**src/rtl/gcs_pkg.sv**
```systemverilog
`timescale 1ns/1ps
package gcs_pkg;

   // statistic select codes
   typedef enum logic [1:0] {
      STAT_ERRS  = 2'd0,
      STAT_FIRST = 2'd1,
      STAT_LAST  = 2'd2
   } stat_sel_e;

   // data sources in slice-select order
   localparam int NUM_SRC  = 3;
   localparam int SRC_STIM = 0;
   localparam int SRC_DUT  = 1;
   localparam int SRC_GOLD = 2;

endpackage

```
**src/rtl/gcs_mask_reg.sv**
```systemverilog
`timescale 1ns/1ps
module gcs_mask_reg #(
   parameter int DATA_W = 72,
   parameter int WORD_W = 32
) (
   input  logic              clk,
   input  logic              rst_n,
   input  logic              wr_lo,
   input  logic              wr_hi,
   input  logic [WORD_W-1:0] wdata,
   output logic [DATA_W-1:0] mask
);
   localparam int PROG_W = 2 * WORD_W;

   logic [WORD_W-1:0] lo_q;
   logic [WORD_W-1:0] hi_q;

   always_ff @(posedge clk or negedge rst_n) begin
      if (!rst_n) begin
         lo_q <= '1;
         hi_q <= '1;
      end else begin
         if (wr_lo) lo_q <= wdata;
         if (wr_hi) hi_q <= wdata;
      end
   end

   generate
      if (DATA_W > PROG_W) begin : g_fixed_top
         // bits beyond the two programmable halves are always compared
         assign mask = {{(DATA_W - PROG_W){1'b1}}, hi_q, lo_q};
      end else begin : g_trunc
         logic [PROG_W-1:0] both;
         assign both = {hi_q, lo_q};
         assign mask = both[DATA_W-1:0];
      end
   endgenerate

endmodule

```
**src/rtl/gcs_compare.sv**
```systemverilog
`timescale 1ns/1ps
module gcs_compare #(
   parameter int DATA_W = 72
) (
   input  logic [DATA_W-1:0] dut_w,
   input  logic [DATA_W-1:0] gold_w,
   input  logic [DATA_W-1:0] mask,
   output logic              hit
);
   logic [DATA_W-1:0] diff;

   assign diff = (dut_w ^ gold_w) & mask;
   assign hit  = |diff;

endmodule

```
**src/rtl/gcs_sat_counter.sv**
```systemverilog
`timescale 1ns/1ps
module gcs_sat_counter #(
   parameter int W = 32
) (
   input  logic         clk,
   input  logic         rst_n,
   input  logic         clr,
   input  logic         zero,
   input  logic         inc,
   output logic [W-1:0] q
);
   localparam logic [W-1:0] TOP = {W{1'b1}};

   always_ff @(posedge clk or negedge rst_n) begin
      if (!rst_n)                 q <= '0;
      else if (clr || zero)       q <= '0;
      else if (inc && q != TOP)   q <= q + 1'b1;
   end

endmodule

```
**src/rtl/gcs_read_mux.sv**
```systemverilog
`timescale 1ns/1ps
module gcs_read_mux
   import gcs_pkg::*;
#(
   parameter int DATA_W = 72,
   parameter int WORD_W = 32,
   parameter int CNT_W  = 32,
   parameter int DSEL_W = 4
) (
   input  logic [1:0]        stat_sel,
   input  logic [DSEL_W-1:0] data_sel,
   input  logic [CNT_W-1:0]  cnt_err,
   input  logic [CNT_W-1:0]  cnt_first,
   input  logic [CNT_W-1:0]  cnt_last,
   input  logic [DATA_W-1:0] stim_w,
   input  logic [DATA_W-1:0] dut_w,
   input  logic [DATA_W-1:0] gold_w,
   output logic [WORD_W-1:0] stat_rdata,
   output logic [WORD_W-1:0] data_rdata
);
   localparam int NSLICE = (DATA_W + WORD_W - 1) / WORD_W;
   localparam int PAD_W  = NSLICE * WORD_W;
   localparam int NCODE  = NUM_SRC * NSLICE;

   logic [DATA_W-1:0] src_vec [NUM_SRC];
   logic [WORD_W-1:0] words   [NCODE];

   assign src_vec[SRC_STIM] = stim_w;
   assign src_vec[SRC_DUT]  = dut_w;
   assign src_vec[SRC_GOLD] = gold_w;

   generate
      for (genvar k = 0; k < NCODE; k++) begin : g_word
         logic [PAD_W-1:0] pad;
         assign pad      = PAD_W'(src_vec[k / NSLICE]);
         assign words[k] = pad[(k % NSLICE) * WORD_W +: WORD_W];
      end
   endgenerate

   always_comb begin
      data_rdata = '0;
      for (int k = 0; k < NCODE; k++) begin
         if (data_sel == DSEL_W'(k)) data_rdata = words[k];
      end
   end

   always_comb begin
      case (stat_sel)
         STAT_ERRS:  stat_rdata = WORD_W'(cnt_err);
         STAT_FIRST: stat_rdata = WORD_W'(cnt_first);
         STAT_LAST:  stat_rdata = WORD_W'(cnt_last);
         default:    stat_rdata = '0;
      endcase
   end

endmodule

```
**src/rtl/golden_cmp_stats.sv**
```systemverilog
`timescale 1ns/1ps
module golden_cmp_stats
   import gcs_pkg::*;
#(
   parameter int DATA_W = 72,
   parameter int WORD_W = 32,
   parameter int CNT_W  = 32,
   parameter int DSEL_W = 4
) (
   input  logic              clk,
   input  logic              rst_n,
   input  logic              run_en,
   input  logic              stats_clr,
   input  logic              mask_wr_lo,
   input  logic              mask_wr_hi,
   input  logic [WORD_W-1:0] mask_wdata,
   input  logic [DATA_W-1:0] stim_vec,
   input  logic [DATA_W-1:0] dut_vec,
   input  logic [DATA_W-1:0] gold_vec,
   input  logic [1:0]        stat_sel,
   input  logic [DSEL_W-1:0] data_sel,
   output logic [WORD_W-1:0] stat_rdata,
   output logic [WORD_W-1:0] data_rdata
);
   localparam int NSLICE = (DATA_W + WORD_W - 1) / WORD_W;
   localparam int NCODE  = NUM_SRC * NSLICE;

   generate
      if (CNT_W < 1 || CNT_W > WORD_W) begin : g_bad_cnt
         $error("CNT_W must lie between 1 and WORD_W");
      end
      if ((1 << DSEL_W) < NCODE) begin : g_bad_dsel
         $error("DSEL_W too narrow for the slice codes");
      end
      if (DATA_W < 2) begin : g_bad_data
         $error("DATA_W too small");
      end
   endgenerate

   logic [DATA_W-1:0] full_mask;
   logic              err_hit;
   logic              seen_q;
   logic              err_step;
   logic              tick_after;
   logic [CNT_W-1:0]  cnt_err;
   logic [CNT_W-1:0]  cnt_first;
   logic [CNT_W-1:0]  cnt_last;

   gcs_mask_reg #(.DATA_W(DATA_W), .WORD_W(WORD_W)) u_mask (
      .clk   (clk),
      .rst_n (rst_n),
      .wr_lo (mask_wr_lo),
      .wr_hi (mask_wr_hi),
      .wdata (mask_wdata),
      .mask  (full_mask)
   );

   gcs_compare #(.DATA_W(DATA_W)) u_cmp (
      .dut_w  (dut_vec),
      .gold_w (gold_vec),
      .mask   (full_mask),
      .hit    (err_hit)
   );

   assign err_step   = run_en && err_hit;
   assign tick_after = run_en && seen_q;

   // remembers that a first error has occurred
   always_ff @(posedge clk or negedge rst_n) begin
      if (!rst_n)         seen_q <= 1'b0;
      else if (stats_clr) seen_q <= 1'b0;
      else if (err_step)  seen_q <= 1'b1;
   end

   gcs_sat_counter #(.W(CNT_W)) u_cnt_err (
      .clk (clk), .rst_n (rst_n), .clr (stats_clr),
      .zero (1'b0), .inc (err_step), .q (cnt_err)
   );

   gcs_sat_counter #(.W(CNT_W)) u_cnt_first (
      .clk (clk), .rst_n (rst_n), .clr (stats_clr),
      .zero (1'b0), .inc (tick_after), .q (cnt_first)
   );

   gcs_sat_counter #(.W(CNT_W)) u_cnt_last (
      .clk (clk), .rst_n (rst_n), .clr (stats_clr),
      .zero (err_step), .inc (tick_after), .q (cnt_last)
   );

   gcs_read_mux #(
      .DATA_W (DATA_W), .WORD_W (WORD_W), .CNT_W (CNT_W), .DSEL_W (DSEL_W)
   ) u_rd (
      .stat_sel   (stat_sel),
      .data_sel   (data_sel),
      .cnt_err    (cnt_err),
      .cnt_first  (cnt_first),
      .cnt_last   (cnt_last),
      .stim_w     (stim_vec),
      .dut_w      (dut_vec),
      .gold_w     (gold_vec),
      .stat_rdata (stat_rdata),
      .data_rdata (data_rdata)
   );

endmodule

```
**config.mk**
```make
export PLATFORM = sky130hd
export DESIGN_NAME = golden_cmp_stats
export DESIGN_NICKNAME = d
export VERILOG_FILES = /design/src/rtl/gcs_pkg.sv /design/src/rtl/gcs_mask_reg.sv /design/src/rtl/gcs_compare.sv /design/src/rtl/gcs_sat_counter.sv /design/src/rtl/gcs_read_mux.sv /design/src/rtl/golden_cmp_stats.sv
export SDC_FILE = /design/constraint.sdc
export NUM_CORES = 1
export LEC_CHECK = 0
export ABC_AREA = 1
export BUFFER_PORTS_ARGS = -buffer_cell sky130_fd_sc_hd__clkbuf_2
export CAP_MARGIN = 10
export CELL_PAD_IN_SITES_DETAIL_PLACEMENT = 1
export CELL_PAD_IN_SITES_GLOBAL_PLACEMENT = 2
export CORE_MARGIN = 2
export CORE_UTILIZATION = 30
export DETAILED_ROUTE_END_ITERATION = 10
export GPL_ROUTABILITY_DRIVEN = 0
export PLACE_DENSITY_LB_ADDON = 0.1
export SYNTH_ARGS = -nofsm -noshare
export SYNTH_HDL_FRONTEND = slang
export SYNTH_HIERARCHICAL = 1
export SYNTH_SLANG_ARGS = --single-unit
```
**constraint.sdc**
```tcl
create_clock -name clk -period 3.8 [get_ports clk]
set_input_delay 0.76 -clock clk [delete_from_list [all_inputs] [get_ports clk]]
set_output_delay 0.76 -clock clk [all_outputs]
set_load 0.02 [all_outputs]
```
==> flow_metrics.env, run 1 <==
export IMPL_insertion_delay_ns=0.46
export IMPL_cts_max_level=4
export IMPL_yosysSeqAreaShare_pct=31.2
export IMPL_track_usage_pct=25.8
export IMPL_synthMostInstantiatedCell="nand2_1"
export IMPL_layout_min_cycle_time_ns=3.19
export IMPL_hold_buffers=0
export IMPL_cts_tree="built"
export IMPL_cts_setup_buffers=0
export IMPL_slew_violations=0
export IMPL_leakage_nw=8.17
export IMPL_ios=324
export IMPL_arrival_ns=2.43
export IMPL_tightest_slew_ns=0.875
export IMPL_post_route_period_util_pct=84.0
export IMPL_drt_iter0_markers=892
export IMPL_antenna_found_initial=12
export IMPL_slew_headroom_pct=41.6
export IMPL_synth_top_cell_by_area="nand2_1"
export IMPL_drtPass1Iterations=5
export IMPL_initial_utilization_pct=30.5
export IMPL_core_area_sq_um=43300
export IMPL_grt_pass1_wl_microns=88700
export IMPL_detail_route_antenna_nets=0
export IMPL_power_density_nw_per_um2=278
export IMPL_drt_wl_total_microns=59300
export IMPL_end_kind="output port"
export IMPL_whs_ns=0.311
export IMPL_cts_sinks=161
export IMPL_place_hpwl_microns=48300
export IMPL_synthToLayoutAreaGrowth_pct=20.7
export IMPL_drc=0
export IMPL_die_w_microns=214
export IMPL_crit_required_ns=3.04
export IMPL_finalHoldViolations=0
export IMPL_dieArea_sq_um=45700
export IMPL_dpl_instance_area_sq_um=15300
export IMPL_post_route_util_pct=36.8
export IMPL_nNetsFinal=2742
export IMPL_avgRoutedWirePerCell_microns=19.2
export IMPL_grt_overflow_total=0
export IMPL_cts_resized=0
export IMPL_synth_top_cell_area_share_pct=27.0
export IMPL_rsz0062_at_grt="no"
export IMPL_fin_skew_ns=0.0136
export IMPL_row_count=76
export IMPL_critical_path_class="input port to output port"
export IMPL_drv_cap=0
export IMPL_clock_path_buffers=2
export IMPL_fp_dieH_microns=214
export IMPL_status="finished, final reports clean"
export IMPL_yosys_top_cells_count="nand2_1, inv_1, nor2_1"
export IMPL_avgViaCountPerCell=4.83
export IMPL_dr_total_vias=14917
export IMPL_synth_area_leaders="nand2_1, dfrtp_1, dfstp_2, nand3_1, inv_1"
export IMPL_grt_pass1_vias=14744
export IMPL_min_path_type="input port to asynchronous set/reset pin"
export IMPL_avgSynthCellArea_sq_um=6.05
export IMPL_yosysUniqueCellTypes=37
export IMPL_startpoint_type="input port"
export IMPL_ys_flop_type="dfrtp_1"
export IMPL_root_buffer="clkbuf_16"
export IMPL_yosysWarnings=6
export IMPL_max_freq_mhz=313
export IMPL_synth_edf_count=0
export IMPL_port_buffer_count=323
export IMPL_cts_buffers=17
export IMPL_drive_gt1_share_pct=20.6
export IMPL_syn_inst=2179
export IMPL_ys_seq_elements=161
export IMPL_ir_worst_vdd_mv=0.238
export IMPL_setup_viol=0
export IMPL_grt_max_degree=65
export IMPL_syn_area_sq_um=13200
export IMPL_cts_clk_slew_worst_paths_ns=0.07
export IMPL_cp_max_fo=41
export IMPL_fin_area_sq_um=15900
export IMPL_finalSetupTns_ns=0
export IMPL_async_flop_share_pct=100
## path summary, 6_finish.rpt
check | from | to | slack (ns) | cells past startpoint
setup reg to reg | u_mask/hi_q[27] | u_cnt_last/q[11] | 1.25 | 15
hold reg to reg | u_mask/hi_q[2] | u_mask/hi_q[2] | 0.46 | 2
max in group asynchronous | rst_n | u_mask/lo_q[20] | 2.54 | 2
hold / removal | rst_n | u_cnt_first/q[17] | 0.31 | 1
setup / recovery | data_sel[3] | data_rdata[12] | 0.61 | 9
min in group clk | u_mask/hi_q[2] | u_mask/hi_q[2] | 0.46 | 2
## metal layers
metal  up-vias  track usage, %  part of all wire, %
met1      7145            33.2                   45
met3        53            4.48                  5.4
met2       344            44.0                   48
met4         4            8.09                  1.9
met5         -               0                0.052
li1       7371               -                    -
## worst max-delay path, stage by stage
cell and delay [ns]:
clkbuf_2 0.15, nor2_4 0.13, buf_4 0.32, buf_4 0.45
nand3_1 0.16, nand2_1 0.10, a21oi_1 0.05, nand4_1 0.07
clkbuf_2 0.23
## stage by stage
| stage | instances | setup WS (ns) | total power, mW |
|---|---|---|---|
| detailed placement | 3045 | 0.514 | 2.72 |
| floorplan | 2187 | 1.18 | 2.30 |
| global placement | 3045 | 0.598 | 2.70 |
| CTS | 3077 | 0.678 | 4.50 |
| global route | 3085 | 0.498 | 4.66 |
| finish | 3086 | 0.607 | 4.43 |
## placed cells by master (no fill, tap or decap), types with 3 or more instances in the layout
cell type,synthesis,layout
inv_2,6,6
clkinv_2,0,4
nand3b_1,3,3
nand3_1,224,224
nor2_1,227,224
o21ai_1,7,7
xnor2_1,21,21
a21oi_1,27,27
nand3_2,3,3
dfrtp_1,97,97
nand2_1,949,949
buf_12,1,4
clkbuf_16,0,17
dfstp_2,64,64
o21ai_0,42,42
o211ai_1,32,32
nand2_2,16,16
inv_8,1,3
nand4_1,54,54
nand2_4,12,12
nor2_2,15,18
nor2_8,3,3
o21bai_1,9,9
inv_1,240,240
diode_2,0,9
clkbuf_2,0,322
ha_1,3,3
or2_2,6,6
inv_6,4,9
buf_4,13,15
conb_1,2,10
xor2_1,33,33
nor2_4,6,6
## cells by family after synthesis
| logic type | count (synthesis) | synth area share, % |
|---|---|---|
| AO/OA/AOI/OAI | 119 | 5.33 |
| XOR/XNOR | 54 | 3.59 |
| adder cells (fa/ha/maj) | 3 | 0.285 |
| buffers and inverters | 320 | 10.8 |
| flip-flops | 161 | 31.2 |
| other | 2 | 0.0569 |
| AND/OR/NAND/NOR | 1520 | 48.8 |
## power breakdown
part           internal, mW  total, mW  switching, mW
sequential             1.82       1.87         0.0429
combinational         0.269      0.814          0.545
clock                 0.923       1.75          0.828
total                  3.01       4.43           1.42
## sequential cells by signal (all words and copies together), names as in the netlist
name	flops
seen_q	1
u_cnt_err/q	32
u_cnt_first/q	32
u_cnt_last/q	32
u_mask/hi_q	32
u_mask/lo_q	32
## area by class of cell
cell class                 instances  area [sq um]
antenna                            9          22.5
clock buffer                      17           425
clock inverter                    15           150
fill                            5896         27400
inverter                         251           970
multi-input combinational       1706          7690
sequential                       161          4110
tap                              585           732
timing repair buffer             342          1820
(Power assumes the default switching activity.)
==> inputs of run 2 (changes only) <==
- CORE_UTILIZATION: 30 -> 25
- clock period: 3.8 -> 2.65 ns (I/O delays scaled with it)
==> run 2 against run 1 <==
Combinational power rose by 52%. Hold slack got worse by 0.24 ns. Sequential share of layout area fell by 1.0 points. Global-route usage fell by 2.9 points. Largest power group unchanged. Critical path depth fell by 5. Cell count rose by 4.9%. Total power rose by 49%. Clock power rose by 53%. Sequential power rose by 43%. Critical endpoint is now stat_rdata[1]. Routed wire length rose by 5.7%. Via count fell by 0.34%.
==> flow_metrics.env, run 2 (synthesis results as in run 1) <==
export IMPL_status="finished, final reports clean"
export IMPL_grt_pass1_vias=15018
export IMPL_dr_total_vias=14867
export IMPL_cts_tree="built"
export IMPL_drt_iter0_markers=626
export IMPL_arrival_ns=2.00
export IMPL_critical_path_class="input port to output port"
export IMPL_avgRoutedWirePerCell_microns=19.4
export IMPL_root_buffer="clkbuf_16"
export IMPL_startpoint="stat_sel[1]"
export IMPL_antenna_found_initial=8
export IMPL_core_area_sq_um=52300
export IMPL_dpl_instance_area_sq_um=15900
export IMPL_power_density_nw_per_um2=397
export IMPL_setup_viol=0
export IMPL_cp_max_fo=32
export IMPL_fp_dieH_microns=234
export IMPL_startpoint_type="input port"
export IMPL_grt_overflow_total=0
export IMPL_grt_max_degree=57
export IMPL_slew_headroom_pct=56.0
export IMPL_detail_route_antenna_nets=0
export IMPL_place_hpwl_microns=51800
export IMPL_layout_commonest_cell="nand2_1"
export IMPL_drc=0
export IMPL_power_mw=6.59
export IMPL_rsz0062_at_grt="no"
export IMPL_drt_wl_total_microns=62700
export IMPL_track_usage_pct=22.9
export IMPL_synthToLayoutAreaGrowth_pct=25.8
export IMPL_final_cell_mix="nand2_1, clkbuf_2, inv_1, nor2_1, nand3_1"
export IMPL_fin_area_sq_um=16600
export IMPL_rr_startpoint="u_mask/hi_q[14]"
export IMPL_post_route_period_util_pct=95.7
export IMPL_cts_sinks=161
export IMPL_tightest_slew_ns=0.660
export IMPL_row_count=84
export IMPL_hold_buffers=0
export IMPL_cts_clk_slew_worst_paths_ns=0.07
export IMPL_avgViaCountPerCell=4.59
export IMPL_clock_path_buffers=2
export IMPL_drtPass1Iterations=5
export IMPL_dieArea_sq_um=54600
export IMPL_fin_skew_ns=0.0130
export IMPL_end_kind="output port"
export IMPL_cts_max_level=4
export IMPL_grt_pass1_wl_microns=93800
export IMPL_die_w_microns=234
export IMPL_ir_worst_vdd_mv=0.447
export IMPL_nNetsFinal=2792
export IMPL_port_buffer_count=323
export IMPL_drive_gt1_share_pct=22.2
export IMPL_ios=324
export IMPL_finalHoldViolations=0
export IMPL_leakage_nw=8.47
export IMPL_initial_utilization_pct=25.2
export IMPL_min_path_type="input port to asynchronous set/reset pin"
export IMPL_layout_min_cycle_time_ns=2.53
export IMPL_crit_required_ns=2.12
export IMPL_max_freq_mhz=394
export IMPL_insertion_delay_ns=0.46
export IMPL_cts_buffers=17
export IMPL_slew_violations=0
export IMPL_drv_cap=0
[run 2: critical path, stage by stage]
cell      delay [ns]
clkbuf_2        0.17
or2_2           0.58
o211ai_1        0.45
clkbuf_2        0.25
[run 2: path summary, 6_finish.rpt]
check | endpoint | slack (ns) | cells past startpoint
hold / removal | u_cnt_first/q[17] | 0.07 | 1
min in group clk | u_mask/hi_q[15] | 0.26 | 3
setup reg to reg | u_cnt_err/q[26] | 0.40 | 15
hold reg to reg | u_mask/lo_q[23] | 0.46 | 2
max in group asynchronous | u_mask/hi_q[27] | 1.83 | 2
setup / recovery | stat_rdata[1] | 0.12 | 4
[run 2: report_power, final]
group | total (mW) | internal (mW) | switching (mW)
clock network | 2.67 | 1.53 | 1.14
logic | 1.24 | 0.444 | 0.800
registers | 2.68 | 2.61 | 0.0652
total | 6.59 | 4.58 | 2.01
[run 2: cell type report]
cell class	instances	area, sq um
fill	6884	35800
clock buffer	24	536
clock inverter	8	86.3
sequential	161	4110
antenna	6	15.0
tap	688	861
inverter	251	970
timing repair buffer	392	2320
multi-input combinational	1706	7690
[run 2: what timing repair did]
| action | CTS | global route |
|---|---|---|
| gates resized for setup | 0 | 2 |
| endpoints found under the setup margin | 0 | 10 |
| setup buffers | 0 | 0 |
[run 2: layer usage]
metal  GRT usage [%]  routed length, microns  vias up
met5               0                      36        -
met4            6.84                    1380        6
met3            3.81                    3150       53
met2            38.8                   29500      305
met1            29.6                   28700     7030
li1                -                       -     7473
[run 2: stage by stage]
stage / cells / setup WS [ns] / hold WS (ns) / util (%) / TNS, ns
after floorplan: 2187 / 0.385 / 0.234 / - / 0
after global placement: 3198 / -0.120 / 0.453 / 30.5 / -0.896
after detailed placement: 3198 / -0.118 / 0.454 / 30.5 / -0.802
after CTS: 3230 / 0.0139 / 0.0810 / 31.7 / 0
after global routing: 3232 / 0.00405 / 0.108 / 31.7 / 0
final: 3236 / 0.115 / 0.0736 / 31.7 / 0
